<file path="src/rtl/reloc_pkg.sv">
package reloc_pkg;

    typedef enum logic [1:0] {
        VD_PASS      = 2'd0,
        VD_BYPASS    = 2'd1,
        VD_OUT_RANGE = 2'd2,
        VD_WRAP      = 2'd3
    } verdict_e;

    localparam logic SEL_BASE  = 1'b0;
    localparam logic SEL_LIMIT = 1'b1;

    function automatic logic verdict_forwards(input verdict_e v);
        return (v == VD_PASS) || (v == VD_BYPASS);
    endfunction

    function automatic logic verdict_faults(input verdict_e v);
        return (v == VD_OUT_RANGE) || (v == VD_WRAP);
    endfunction

endpackage

</file>
<file path="src/rtl/reloc_regs.sv">
module reloc_regs
    import reloc_pkg::*;
#(
    parameter int LA_W = 16,
    parameter int PA_W = 20
) (
    input  logic            clk,
    input  logic            rst,
    input  logic            cfg_we,
    input  logic            cfg_sel,
    input  logic [PA_W-1:0] cfg_wdata,
    output logic [PA_W-1:0] base_o,
    output logic [LA_W:0]   limit_o
);

    logic [PA_W-1:0] base_q;
    logic [LA_W:0]   limit_q;

    always_ff @(posedge clk) begin
        if (rst) begin
            base_q  <= '0;
            limit_q <= '0;
        end else if (cfg_we) begin
            if (cfg_sel == SEL_BASE) begin
                base_q <= cfg_wdata;
            end else begin
                limit_q <= cfg_wdata[LA_W:0];
            end
        end
    end

    assign base_o  = base_q;
    assign limit_o = limit_q;

endmodule

</file>
<file path="src/rtl/reloc_check.sv">
module reloc_check
    import reloc_pkg::*;
#(
    parameter int LA_W = 16,
    parameter int PA_W = 20
) (
    input  logic [PA_W-1:0] base_i,
    input  logic [LA_W:0]   limit_i,
    input  logic [LA_W-1:0] addr_i,
    input  logic            super_i,
    output verdict_e        verdict_o,
    output logic [PA_W-1:0] phys_o
);

    localparam int EXT_W = PA_W - LA_W;

    logic [PA_W-1:0] addr_ext;
    logic [PA_W:0]   sum;
    logic            beyond;
    logic            carry;

    always_comb begin
        addr_ext = {{EXT_W{1'b0}}, addr_i};
        sum      = {1'b0, base_i} + {1'b0, addr_ext};
        carry    = sum[PA_W];
        beyond   = ({1'b0, addr_i} >= limit_i);

        if (super_i) begin
            verdict_o = VD_BYPASS;
            phys_o    = addr_ext;
        end else if (beyond) begin
            verdict_o = VD_OUT_RANGE;
            phys_o    = '0;
        end else if (carry) begin
            verdict_o = VD_WRAP;
            phys_o    = '0;
        end else begin
            verdict_o = VD_PASS;
            phys_o    = sum[PA_W-1:0];
        end
    end

endmodule

</file>
<file path="src/rtl/reloc_out.sv">
module reloc_out
    import reloc_pkg::*;
#(
    parameter int PA_W = 20
) (
    input  logic            clk,
    input  logic            rst,
    input  logic            take_i,
    input  verdict_e        verdict_i,
    input  logic [PA_W-1:0] phys_i,
    input  logic            mem_ready,
    output logic            mem_valid,
    output logic [PA_W-1:0] mem_addr,
    output logic            fault,
    output logic            room_o
);

    logic            valid_q;
    logic [PA_W-1:0] addr_q;
    logic            fault_q;

    assign room_o = !valid_q || mem_ready;

    always_ff @(posedge clk) begin
        if (rst) begin
            valid_q <= 1'b0;
            addr_q  <= '0;
            fault_q <= 1'b0;
        end else if (take_i) begin
            valid_q <= verdict_forwards(verdict_i);
            fault_q <= verdict_faults(verdict_i);
            if (verdict_forwards(verdict_i)) begin
                addr_q <= phys_i;
            end
        end else begin
            fault_q <= 1'b0;
            if (mem_ready) begin
                valid_q <= 1'b0;
            end
        end
    end

    assign mem_valid = valid_q;
    assign mem_addr  = addr_q;
    assign fault     = fault_q;

endmodule

</file>
<file path="src/rtl/reloc_unit.sv">
module reloc_unit
    import reloc_pkg::*;
#(
    parameter int LA_W = 16,
    parameter int PA_W = 20
) (
    input  logic            clk,
    input  logic            rst,
    input  logic            cfg_we,
    input  logic            cfg_sel,
    input  logic [PA_W-1:0] cfg_wdata,
    input  logic            req_valid,
    output logic            req_ready,
    input  logic [LA_W-1:0] req_addr,
    input  logic            req_super,
    output logic            mem_valid,
    input  logic            mem_ready,
    output logic [PA_W-1:0] mem_addr,
    output logic            fault
);

    logic [PA_W-1:0] base_w;
    logic [LA_W:0]   limit_w;
    verdict_e        verdict_w;
    logic [PA_W-1:0] phys_w;
    logic            room_w;
    logic            take_w;

    reloc_regs #(.LA_W(LA_W), .PA_W(PA_W)) u_regs (
        .clk       (clk),
        .rst       (rst),
        .cfg_we    (cfg_we),
        .cfg_sel   (cfg_sel),
        .cfg_wdata (cfg_wdata),
        .base_o    (base_w),
        .limit_o   (limit_w)
    );

    reloc_check #(.LA_W(LA_W), .PA_W(PA_W)) u_check (
        .base_i    (base_w),
        .limit_i   (limit_w),
        .addr_i    (req_addr),
        .super_i   (req_super),
        .verdict_o (verdict_w),
        .phys_o    (phys_w)
    );

    assign req_ready = room_w;
    assign take_w    = req_valid && room_w;

    reloc_out #(.PA_W(PA_W)) u_out (
        .clk       (clk),
        .rst       (rst),
        .take_i    (take_w),
        .verdict_i (verdict_w),
        .phys_i    (phys_w),
        .mem_ready (mem_ready),
        .mem_valid (mem_valid),
        .mem_addr  (mem_addr),
        .fault     (fault),
        .room_o    (room_w)
    );

endmodule

</file>
<file path="config.mk">
export PLATFORM = sky130hd
export DESIGN_NAME = reloc_unit
export DESIGN_NICKNAME = d
export VERILOG_FILES = /design/src/rtl/reloc_pkg.sv /design/src/rtl/reloc_regs.sv /design/src/rtl/reloc_check.sv /design/src/rtl/reloc_out.sv /design/src/rtl/reloc_unit.sv
export SDC_FILE = /design/constraint.sdc
export NUM_CORES = 1
export LEC_CHECK = 0
export ABC_AREA = 1
export BUFFER_PORTS_ARGS = -buffer_cell sky130_fd_sc_hd__buf_2
export CORE_ASPECT_RATIO = 0.75
export CORE_MARGIN = 2
export CORE_UTILIZATION = 60
export CTS_CLUSTER_DIAMETER = 200
export DETAILED_ROUTE_END_ITERATION = 10
export GPL_TIMING_DRIVEN = 0
export PLACE_DENSITY_LB_ADDON = 0.08
export SLEW_MARGIN = 15
export SYNTH_ARGS = -nofsm -noshare
export SYNTH_HDL_FRONTEND = slang
export SYNTH_SLANG_ARGS = --single-unit
</file>
<file path="constraint.sdc">
create_clock -name clk -period 4.9 [get_ports clk]
set_input_delay 0.245 -clock clk [delete_from_list [all_inputs] [get_ports clk]]
set_output_delay 0.245 -clock clk [all_outputs]
set_load 0.02 [all_outputs]
</file>
[Yosys cells after proc, flatten, opt, wreduce, memory -nomap -nowiden]
Cells that the tools add are included.
Operators by class
  mux-type cells: 8
  equality and inequality tests: 3
  order comparisons: 1
  reduce and logical (&&, ||, !) cells: 11
  $add $sub $neg: 1
  bitwise operators: 2
Operators with widths (count)
  $mux 20: 3
  $add 20x16->21: 1
  $ge 16x17->1: 1
  $mux 2: 3
  $reduce_and 2->1: 3
  $eq 2x2->1 const B: 2
  $logic_or 1x1->1: 3
  $eq 2x1->1 const B: 1
  $logic_not 2->1: 1
  $mux 1: 2
  $not 1->1: 2
  $reduce_bool 2->1: 1
  $reduce_or 2->1: 1
  $logic_and 1x1->1: 1
  $logic_not 1->1: 1
Storage, ports and cells
  input port bits: 43
  word-level logic and storage cells: 31
  output and inout bits: 23
  register bits after elaboration: 59

[Depth between registers and ports, before layout]
Gate-level depths: netlist (run 1).
  depth after elaboration: 7
  depth in mapped cells: 18
  depth with buffers taken out: 17

[Cells and area by module]
A second synthesis (run 1) with hierarchy kept.
Second synthesis, totals
  cell total of the unflattened synthesis: 810
  area total of the unflattened synthesis: 4629.4 µm²
Modules (own cells, without submodules)
  reloc_check: sequential area each 0.0 µm², cells an instance 460, instances 1, area each 2208.4 µm²
  reloc_regs: sequential area each 740.7 µm², cells an instance 208, instances 1, area each 1488.9 µm²
  reloc_out: sequential area each 440.4 µm², cells an instance 140, instances 1, area each 924.6 µm²
  reloc_unit: sequential area each 0.0 µm², cells an instance 2, instances 1, area each 7.5 µm²

[Worst setup path after synthesis (run 1)]
No wires, ideal clock.
  path type: reg-to-reg
  start point: register u_regs.base_q[0] (netlist: u_regs.base_o[0])
  end point: register u_out.addr_q[17] (netlist: u_out.mem_addr[17])
  library setup time: 0.066 ns
  clock period less this slack: 2.091 ns
  buffers on the path: 1
  slack: 2.809 ns
  data arrival time: 2.025 ns
  stages on the path, launching flop included: 18
  required time: 4.834 ns
  cell sequence: dfxtp_1 -> ha_1 -> inv_1 -> fa_1 -> inv_1 -> nand2_1 -> nand2_1 -> nand3_1 -> nand2_2 -> nand2_2 -> nand2_4 -> nand2_4 -> nand3_4 -> nand2_4 -> nand2_4 -> buf_6 -> nand2_1 -> a21oi_2
On the way
  cells in the longest elaborated chain, start to end: 7
  elaborated cells on any way between the ends: 11
  classes of those cells: add/sub (1); eq/ne (1); mux (6); reduce/logical (3)
Ends and longest elaborated chain
  start, declared: RTL line reloc_regs.sv:16  | logic [PA_W-1:0] base_q;
  start signal, assigned: RTL line reloc_regs.sv:25  | base_q <= cfg_wdata;
  $add 20x16->21 (*): RTL line reloc_check.sv:24  | sum = {1'b0, base_i} + {1'b0, addr_ext};
  $mux 2: RTL line reloc_check.sv:34  | end else if (carry) begin
  $mux 2: RTL line reloc_check.sv:31  | end else if (beyond) begin
  $mux 2: RTL line reloc_check.sv:28  | if (super_i) begin
  $eq 2x1->1 or $logic_not 2->1 (tied branches): RTL line reloc_pkg.sv:14  | return (v == VD_PASS) || (v == VD_BYPASS);
  $logic_or 1x1->1: RTL line reloc_pkg.sv:14
  $reduce_and 2->1 (no source line)
  end signal, assigned: RTL line reloc_out.sv:33  | addr_q <= phys_i;
  end, declared: RTL line reloc_out.sv:19  | logic [PA_W-1:0] addr_q;
Every way passes the cells marked *; elsewhere a longest branch is shown, timed or not.
A chain may end at the register's enable or synchronous reset.

[Worst setup path after layout (run 1)]
  start point: register u_regs.base_q[0] (netlist: u_regs.base_o[0])
  end point: register u_out.addr_q[19] (netlist: u_out.mem_addr[19])
Same word-level chain as after synthesis.

==> results of run 1 <==
layout by cell type (no fill, tap or decap), types with 6 or more instances in the layout:
cell | Yosys | routed
nand3b_1 | 6 | 6
dfxtp_1 | 59 | 59
a21oi_1 | 40 | 40
clkbuf_1 | 13 | 14
clkbuf_8 | 0 | 10
o21ai_0 | 49 | 49
nor2_1 | 106 | 106
nand3_1 | 25 | 25
nand2_1 | 194 | 194
ha_1 | 32 | 32
inv_1 | 93 | 93
buf_2 | 3 | 67
nor3_1 | 10 | 10
per-stage QoR:
stage | instance area (sq um) | setup WS [ps]
after floorplan | 4075 | 2809
after global routing | 4691 | 2181
after global placement | 4497 | 2425
after detailed placement | 4497 | 2355
final | 4691 | 2294
after CTS | 4691 | 2321
cell families (layout without fill, tap and decap cells):
| logic type | after synthesis | count (layout) | synth area share |
|---|---|---|---|
| xor gates and xnor gates | 6 | 6 | 0.01290 |
| DFF | 59 | 59 | 0.2898 |
| AOI/OAI and AO/OA | 96 | 96 | 0.1231 |
| buffers and inverters | 114 | 194 | 0.1105 |
| and+or+nand+nor | 355 | 355 | 0.3605 |
| adders and majority gates | 33 | 33 | 0.1032 |
final timing paths:
kind,start,endpoint,slack (ps),cells past startpoint
max reg2reg,u_regs.base_o[0]$_SDFFE_PP0P_,u_out.mem_addr[19]$_SDFFE_PP0P_,2290,16
min,rst,u_out.mem_addr[17]$_SDFFE_PP0P_,130,2
min reg2reg,u_regs.limit_o[1]$_SDFFE_PP0P_,u_regs.limit_o[1]$_SDFFE_PP0P_,460,2
max,u_regs.base_o[0]$_SDFFE_PP0P_,u_out.mem_addr[19]$_SDFFE_PP0P_,2290,16
power groups by stage:
stage / Sequential, uW / Combinational, uW / Clock, uW
after floorplan: 564 / 248 / 0
after global placement: 543 / 370 / 0
after detailed placement: 545 / 378 / 0
after CTS: 534 / 381 / 453
after global routing: 538 / 435 / 471
final: 535 / 387 / 450
layout make-up:
class                      instances  area share
multi-input combinational        490      0.5209
sequential                        59      0.2518
inverter                          95     0.07602
timing repair buffer              64     0.06828
clock buffer                      11     0.03014
tap                               81     0.02161
buffer                            19     0.02001
clock inverter                     5     0.01120
routing by layer:
layer	track usage	wire length (um)	vias to the layer above	share of wire
li1	-	-	2225	-
met1	0.4456	5486	1943	0.48
met2	0.5135	4876	163	0.43
met3	0.06330	893	23	0.078
met4	0.1005	193	0	0.017
met5	0	0	-	0
state kept, by name, summed over array words and instances (netlist names):
signal	count
u_out.mem_addr	20
u_regs.base_o	20
u_regs.limit_o	17
u_out.fault	1
u_out.mem_valid	1
critical path, delay by kind of cell (launching register included):
family	cells	cell delay (ps)
DFF	1	330
buffers and inverters	3	410
AOI/OAI and AO/OA	1	180
adders and majority gates	2	620
and+or+nand+nor	10	940
==> flow_summary.ini, run 1 <==
[yosys]
synth_common_cells = nand2_1 (194), nor2_1 (106), inv_1 (93)
netlist_instances = 663
synth-seq-area-share = 0.2898
ys_warn_count = 0
synth-seq-cells = 59
synth.distinct_cells = 29
synth.largest_area_cell = dfxtp_1
synth_ff_type = dfxtp_1
netlist_top_cells_area = dfxtp_1 (29%), nand2_1 (18%), ha_1 (9.8%)
yosysMostFrequentCell = nand2_1
synth_edf_count = 0
synthesis.area_sq_um = 4075
synth_top_area_frac = 0.2898
synthArstFlopShare = 0
synthesis.nets = 739
synth.avg_cell_area_sq_um = 6.147

[floorplan]
io_pins = 66
dieHeight_um = 75.37
dieArea_sq_um = 7474
placeableCoreArea_sq_um = 6444
start_util = 0.6324
die_w_um = 99.16
row_count = 25

[clocking]
cts_buffers = 9
clock_latency_ps = 350
ctsHoldBuffers = 0
cts_tree = done
post_cts_resized = 0
clock_sinks = 59
cts_buffer_depth = 2
htreeDepth = 3
root_buffer = clkbuf_8
post_cts_buffers = 0
clk_pin_slew_ps = 70

[finish]
nFillCells = 590
area_growth_pct = 15.11
final_core_util = 0.7280
drive_gt1_frac = 0.1319
layout.cells.non_filler = 824
multi_input_area_sq_um = 2444
seq_area_sq_um = 1181
diodes = 0
finalNetCount = 814

[route]
drc = 0
drt_iter0_markers = 273
dr.pass1.iters = 5
wl_mm = 11.45
ant_nets = 0
viasPerCell = 5.284
routedWlPerCell_um = 13.90
vias = 4354

[setup_path]
crit_required_ps = 5140
crit_chain = ha_1 > inv_1 > fa_1 > inv_1 > nand2_1 > nand2_1 > nand3_1 > nand2_2 > nand2_2 > nand2_4 > nand2_4 > nand3_4 > buf_2 > nor2_1 > a21oi_1 > nor2_1
cp_data_arrival_time_ps = 2840
path_class = reg2reg
startpoint_type = register
crit_path_max_incr_delay_ps = 380
crit_path_max_fanout = 10
crit_slowest_cell = fa_1
endpoint_kind = register

[placement]
gp_congestion = 0.9639
port_buffers = 64
hpwl_mm = 9.054
dp_cells = 808

[power]
clkPwrFrac = 0.328
power.switching_uw = 472.3
p_total_uw = 1371
seqPwrFrac = 0.390
p_comb_frac = 0.282
ir_worst_vdd_mv = 0.1845
powerDensity_nw_per_um2 = 292.3
internal_power_uw = 898.8
leakagePower_uw = 0.002505
swShare = 0.3444

[sta]
fin_crit_sh = 0.5318
hold_ws_ps = 125.4
worstMarginPinSlew_ps = 617.0
max_freq_mhz = 383.8
rsz0062_at_grt = false
min_period_ps = 2606
clock_skew_ps = 7.196
setup_violations = 0
drv_slew = 0
tns_ps = 0
relSlewSlack = 0.5886
hold_viol = 0

[grt]
grt_max_degree = 11
grtUsageTotal = 0.3209
grt_pass1_wl_mm = 18.60
grt-ovfl-total = 0
grt_pass1_vias = 4008
antenna_found_initial = 0

[job]
drv_cap = 0

[min_path]
hp-class = in2reg

[outcome]
status = complete, no violations
Power figures use the tool's default switching activity.
==> inputs of run 2 (changes only) <==
--- a/config.mk
+++ b/config.mk
@@ -9,7 +9,7 @@
 export BUFFER_PORTS_ARGS = -buffer_cell sky130_fd_sc_hd__buf_2
 export CORE_ASPECT_RATIO = 0.75
 export CORE_MARGIN = 2
-export CORE_UTILIZATION = 60
+export CORE_UTILIZATION = 52
 export CTS_CLUSTER_DIAMETER = 200
 export DETAILED_ROUTE_END_ITERATION = 10
 export GPL_TIMING_DRIVEN = 0
==> constraint.sdc (replaced) <==
create_clock -name clk -period 2.15 [get_ports clk]
set_input_delay 0.1075 -clock clk [delete_from_list [all_inputs] [get_ports clk]]
set_output_delay 0.1075 -clock clk [all_outputs]
set_load 0.02 [all_outputs]
==> flow_summary.ini, run 2 (synthesized netlist as in run 1, its figures left out) <==
[finish]
finalNetCount = 834
drive_gt1_frac = 0.1955
area_growth_pct = 26.10
layout.cells.non_filler = 863
final_core_util = 0.6883
mostFrequentLayoutCell = nand2_1
final_cell_mix = nand2_1 (183), nor2_1 (102), inv_1 (91)
diodes = 0
nFillCells = 701

[clocking]
cts_buffers = 9
root_buffer = clkbuf_8
clk_pin_slew_ps = 70
cts_tree = done
clock_latency_ps = 350
clock_sinks = 59
htreeDepth = 3
cts_buffer_depth = 2

[floorplan]
placeableCoreArea_sq_um = 7466
dieArea_sq_um = 8568
start_util = 0.5458
io_pins = 66
die_w_um = 106.2
dieHeight_um = 80.67
row_count = 27

[sta]
drv_slew = 0
clock_skew_ps = 7.707
max_freq_mhz = 436.2
hold_viol = 0
rsz0062_at_grt = true
min_period_ps = 2293
worstMarginPinSlew_ps = 692.9
tns_ps = -1764
setup_violations = 21
fin_crit_sh = 1.066
relSlewSlack = 0.5380
setup_ws_ps = -142.6

[power]
seqPwrFrac = 0.365
leakagePower_uw = 0.002631
swShare = 0.3441
power.switching_uw = 1149
ir_worst_vdd_mv = 0.3045
p_comb_frac = 0.321
powerDensity_nw_per_um2 = 650.0
p_total_uw = 3340
internal_power_uw = 2191
clkPwrFrac = 0.313

[placement]
hpwl_mm = 9.406
port_buffers = 64
gp_congestion = 0.9748
dp_cells = 828
pre_cts_slack_ps = -381.1

[setup_path]
cp_data_arrival_time_ps = 2530
endpoint_kind = register
path_class = reg2reg
r2r_slack_ps = -140
crit_required_ps = 2390
crit_path_max_fanout = 5
startpoint_type = register

[route]
vias = 4443
wl_mm = 12.47
dr.pass1.iters = 6
ant_nets = 0
viasPerCell = 5.148
routedWlPerCell_um = 14.45
drt_iter0_markers = 326
drc = 0

[outcome]
status = finished, violations left
failed_checks = setup timing

[grt]
grt_max_degree = 11
grt_pass1_vias = 4004
grt_pass1_wl_mm = 19.28
grt-ovfl-total = 0
antenna_found_initial = 0
grtUsageTotal = 0.2956

[job]
drv_cap = 0

[min_path]
hp-class = in2reg
-- run 2: worst paths after layout --
check                                  startpoint                               to  cells after the start
setup / recovery    u_regs.base_o[0]$_SDFFE_PP0P_  u_out.mem_addr[19]$_SDFFE_PP0P_                     19
hold reg to reg   u_regs.limit_o[13]$_SDFFE_PP0P_  u_regs.limit_o[13]$_SDFFE_PP0P_                      2
setup reg to reg    u_regs.base_o[0]$_SDFFE_PP0P_  u_out.mem_addr[19]$_SDFFE_PP0P_                     19
hold / removal                       cfg_wdata[6]    u_regs.base_o[6]$_SDFFE_PP0P_                      3
-- run 2: timing repair --
action                                  CTS  global route
gates resized for setup                  31            27
endpoints found under the setup margin   22            21
setup buffers                            13             3
endpoints found under the hold margin     4             0
hold buffers                              3             0
cloned                                    2             0
pin swaps                                10            14
-- run 2: routing by layer --
| metal | vias to the layer above | routed length, um | GRT usage |
|---|---|---|---|
| li1 | 2264 | - | - |
| met1 | 1976 | 5838 | 0.4000 |
| met2 | 186 | 5410 | 0.4788 |
| met3 | 17 | 1020 | 0.05925 |
| met4 | 0 | 200 | 0.08289 |
| met5 | - | 0 | 0 |
-- run 2: power by group through the flow --
stage	clock (uW)	sequential [uW]	combinational [uW]
after CTS	1060	1220	1010
after global routing	1090	1230	1180
after detailed placement	0	1240	871
after floorplan	0	1280	564
after global placement	0	1240	854
final	1050	1220	1070
-- run 2: stage by stage --
| stage | hold slack, ps | area [sq um] |
|---|---|---|
| CTS | 0.8072 | 5045 |
| finish | 1.377 | 5139 |
| global placement | 334.9 | 4522 |
| detailed placement | 342.9 | 4522 |
| floorplan | 169.9 | 4075 |
| global route | 4.588 | 5139 |
-- run 2: critical path: stages, from the launching register on --
cell and delay, ps:
dfxtp_2 350, ha_4 130, inv_2 40, fa_2 400, inv_2 70, nand2_2 60, nand2_4 80, nand3_2 60
nand2_2 90, nand2_2 80, nand2_4 80, nand2_4 70, nand3_4 120, nand2_8 80, nand2_8 80, buf_12 120
buf_12 120, nand2_4 50, nand2_2 60, nor2_2 40
-- run 2: layout make-up --
class,count,area [sq um],area share
multi-input combinational,490,2625,0.5108
buffer,19,120.1,0.02337
clock buffer,11,151.4,0.02946
tap,101,126.4,0.02459
inverter,95,356.6,0.06939
timing repair buffer,84,526.8,0.1025
clock inverter,4,50.05,0.009739
sequential,59,1182,0.2301
==> inputs of run 3 (changes only) <==
--- a/config.mk
+++ b/config.mk
@@ -9,7 +9,7 @@
 export BUFFER_PORTS_ARGS = -buffer_cell sky130_fd_sc_hd__buf_2
 export CORE_ASPECT_RATIO = 0.75
 export CORE_MARGIN = 2
-export CORE_UTILIZATION = 52
+export CORE_UTILIZATION = 34
 export CTS_CLUSTER_DIAMETER = 200
 export DETAILED_ROUTE_END_ITERATION = 10
 export GPL_TIMING_DRIVEN = 0
==> flow_summary.ini, run 3 (synthesized netlist as in run 1, its figures left out) <==
[clocking]
cts_tree = done
htreeDepth = 3
root_buffer = clkbuf_16
cts_buffer_depth = 2
clock_sinks = 59
cts_buffers = 9
clock_latency_ps = 340
clk_pin_slew_ps = 60

[power]
leakagePower_uw = 0.002757
powerDensity_nw_per_um2 = 703.4
ir_worst_vdd_mv = 0.3774

[setup_path]
crit_path_max_incr_delay_ps = 350
reg2reg_from = u_regs.base_o[0]$_SDFFE_PP0P_
crit_required_ps = 2370
endpoint_kind = register
cp_num_cells = 19
r2r_slack_ps = -110
crit_path_max_fanout = 5
crit_family = simple AND/OR/NAND/NOR gates
crit_path_end = u_out.mem_addr[1]$_SDFFE_PP0P_
crit_chain = ha_4 > inv_2 > fa_2 > inv_2 > nand2_2 > nand2_2 > nand3_2 > nand2_4 > nand2_4 > nand2_4 > nand2_4 > nand3_4 > nand2_8 > nand2_8 > buf_12 > buf_12 > nand2_2 > nand2_2 > nor2_2
r2r_end = u_out.mem_addr[1]$_SDFFE_PP0P_
startpoint_type = register
crit_slowest_cell = dfxtp_2
path_class = reg2reg
reg2regPathDepth = 19
crit_buf_inv = 4
critPathLaunch = u_regs.base_o[0]$_SDFFE_PP0P_
cp_data_arrival_time_ps = 2480

[grt]
grt_max_degree = 11
grt_pass1_vias = 4195
grt-ovfl-total = 0
antenna_found_initial = 1
grt_pass1_wl_mm = 21.53
grtUsageTotal = 0.2197

[finish]
final_cell_mix = nand2_1 (181), nor2_1 (100), inv_1 (91)
fin_area_sq_um = 5473
area_growth_pct = 34.30
multi_input_area_sq_um = 2683
seq_area_sq_um = 1182
nFillCells = 1288
drive_gt1_frac = 0.2173
mostFrequentLayoutCell = nand2_1
finalNetCount = 844
final_core_util = 0.4695

[sta]
setup_ws_ps = -106.8
setup_violations = 19
fin_crit_sh = 1.050
clock_skew_ps = 8.789
rsz0062_at_grt = true
max_freq_mhz = 443.1
hold_viol = 0
relSlewSlack = 0.5640
drv_slew = 0
min_period_ps = 2257
worstMarginPinSlew_ps = 654.0

[placement]
pre_cts_slack_ps = -407.7
gp_congestion = 0.9331
port_buffers = 64
place_area_sq_um = 4598
hpwl_mm = 10.08

[route]
ant_nets = 0
routedWlPerCell_um = 14.02
vias = 4420
drt_iter0_markers = 249
wl_mm = 13.12
drc = 0
viasPerCell = 4.722
dr.pass1.iters = 5

[floorplan]
dieArea_sq_um = 12890
placeableCoreArea_sq_um = 11660
io_pins = 66
row_count = 34
dieHeight_um = 98.81
start_util = 0.3496
die_w_um = 130.4

[job]
drv_cap = 0

[outcome]
status = finished, violations left
failed_checks = setup timing

[min_path]
hp-class = in2reg
min_from = cfg_wdata[15]
==> run 3: per-stage QoR <==
stage               power (uW)  instances  hold WS (ps)  setup TNS (ps)
floorplan                 1849        663         169.9               0
global placement          2114        889         339.5           -8095
detailed placement        2118        889         341.9           -8088
CTS                       3842        933         12.39          -806.6
global route              4095        935         17.06           -3476
finish                    3850        936         20.03          -861.4
==> run 3: worst min-delay path by stage <==
| stage | to | slack (ps) | cells past startpoint |
|---|---|---|---|
| global route | u_regs.base_o[15]$_SDFFE_PP0P_ | 20 | 3 |
| floorplan | u_out.mem_addr[17]$_SDFFE_PP0P_ | 170 | 1 |
| detailed placement | u_out.mem_addr[17]$_SDFFE_PP0P_ | 340 | 2 |
| global placement | u_out.mem_addr[17]$_SDFFE_PP0P_ | 340 | 2 |
| CTS | u_regs.base_o[15]$_SDFFE_PP0P_ | 10 | 3 |
| finish | u_regs.base_o[15]$_SDFFE_PP0P_ | 20 | 3 |
==> run 3: worst min-delay path, cell delays in order <==
cell    delay [ps]
buf_2           90
nor2_1          40
nor2_1          80
==> run 3: timing repair <==
action                                 in CTS  in global routing
endpoints found under the hold margin       2                  0
gates resized for setup                    38                 32
setup endpoints to repair                  22                 22
setup buffers                              24                  4
pin swaps                                  16                 12
gates cloned                                2                  0
hold buffers                                2                  0
==> run 3: power breakdown <==
group	leakage (uW)	total, uW	internal [uW]	switching (uW)
Clock	0.000156	1520	1010	513
Combinational	0.00211	1110	454	657
Sequential	0.000487	1220	1180	40.4
Total	0.00276	3850	2640	1210
==> run 3: routing by layer <==
metal | part of all wire | track usage
met5 | 0 | 0
met4 | 0.021 | 0.07283
met3 | 0.073 | 0.05429
met2 | 0.41 | 0.3254
met1 | 0.49 | 0.3121
==> run 3: area by class of cell <==
| type | count | area share |
|---|---|---|
| multi-input cells | 490 | 0.4902 |
| flip-flops and latches | 59 | 0.2160 |
| repair buffers | 94 | 0.1118 |
| inverters | 95 | 0.06516 |
| clock buffers | 10 | 0.04184 |
| well taps | 162 | 0.03704 |
| plain buffers | 19 | 0.02286 |
| clock inverters | 6 | 0.01463 |
| diodes | 1 | 0.0004572 |
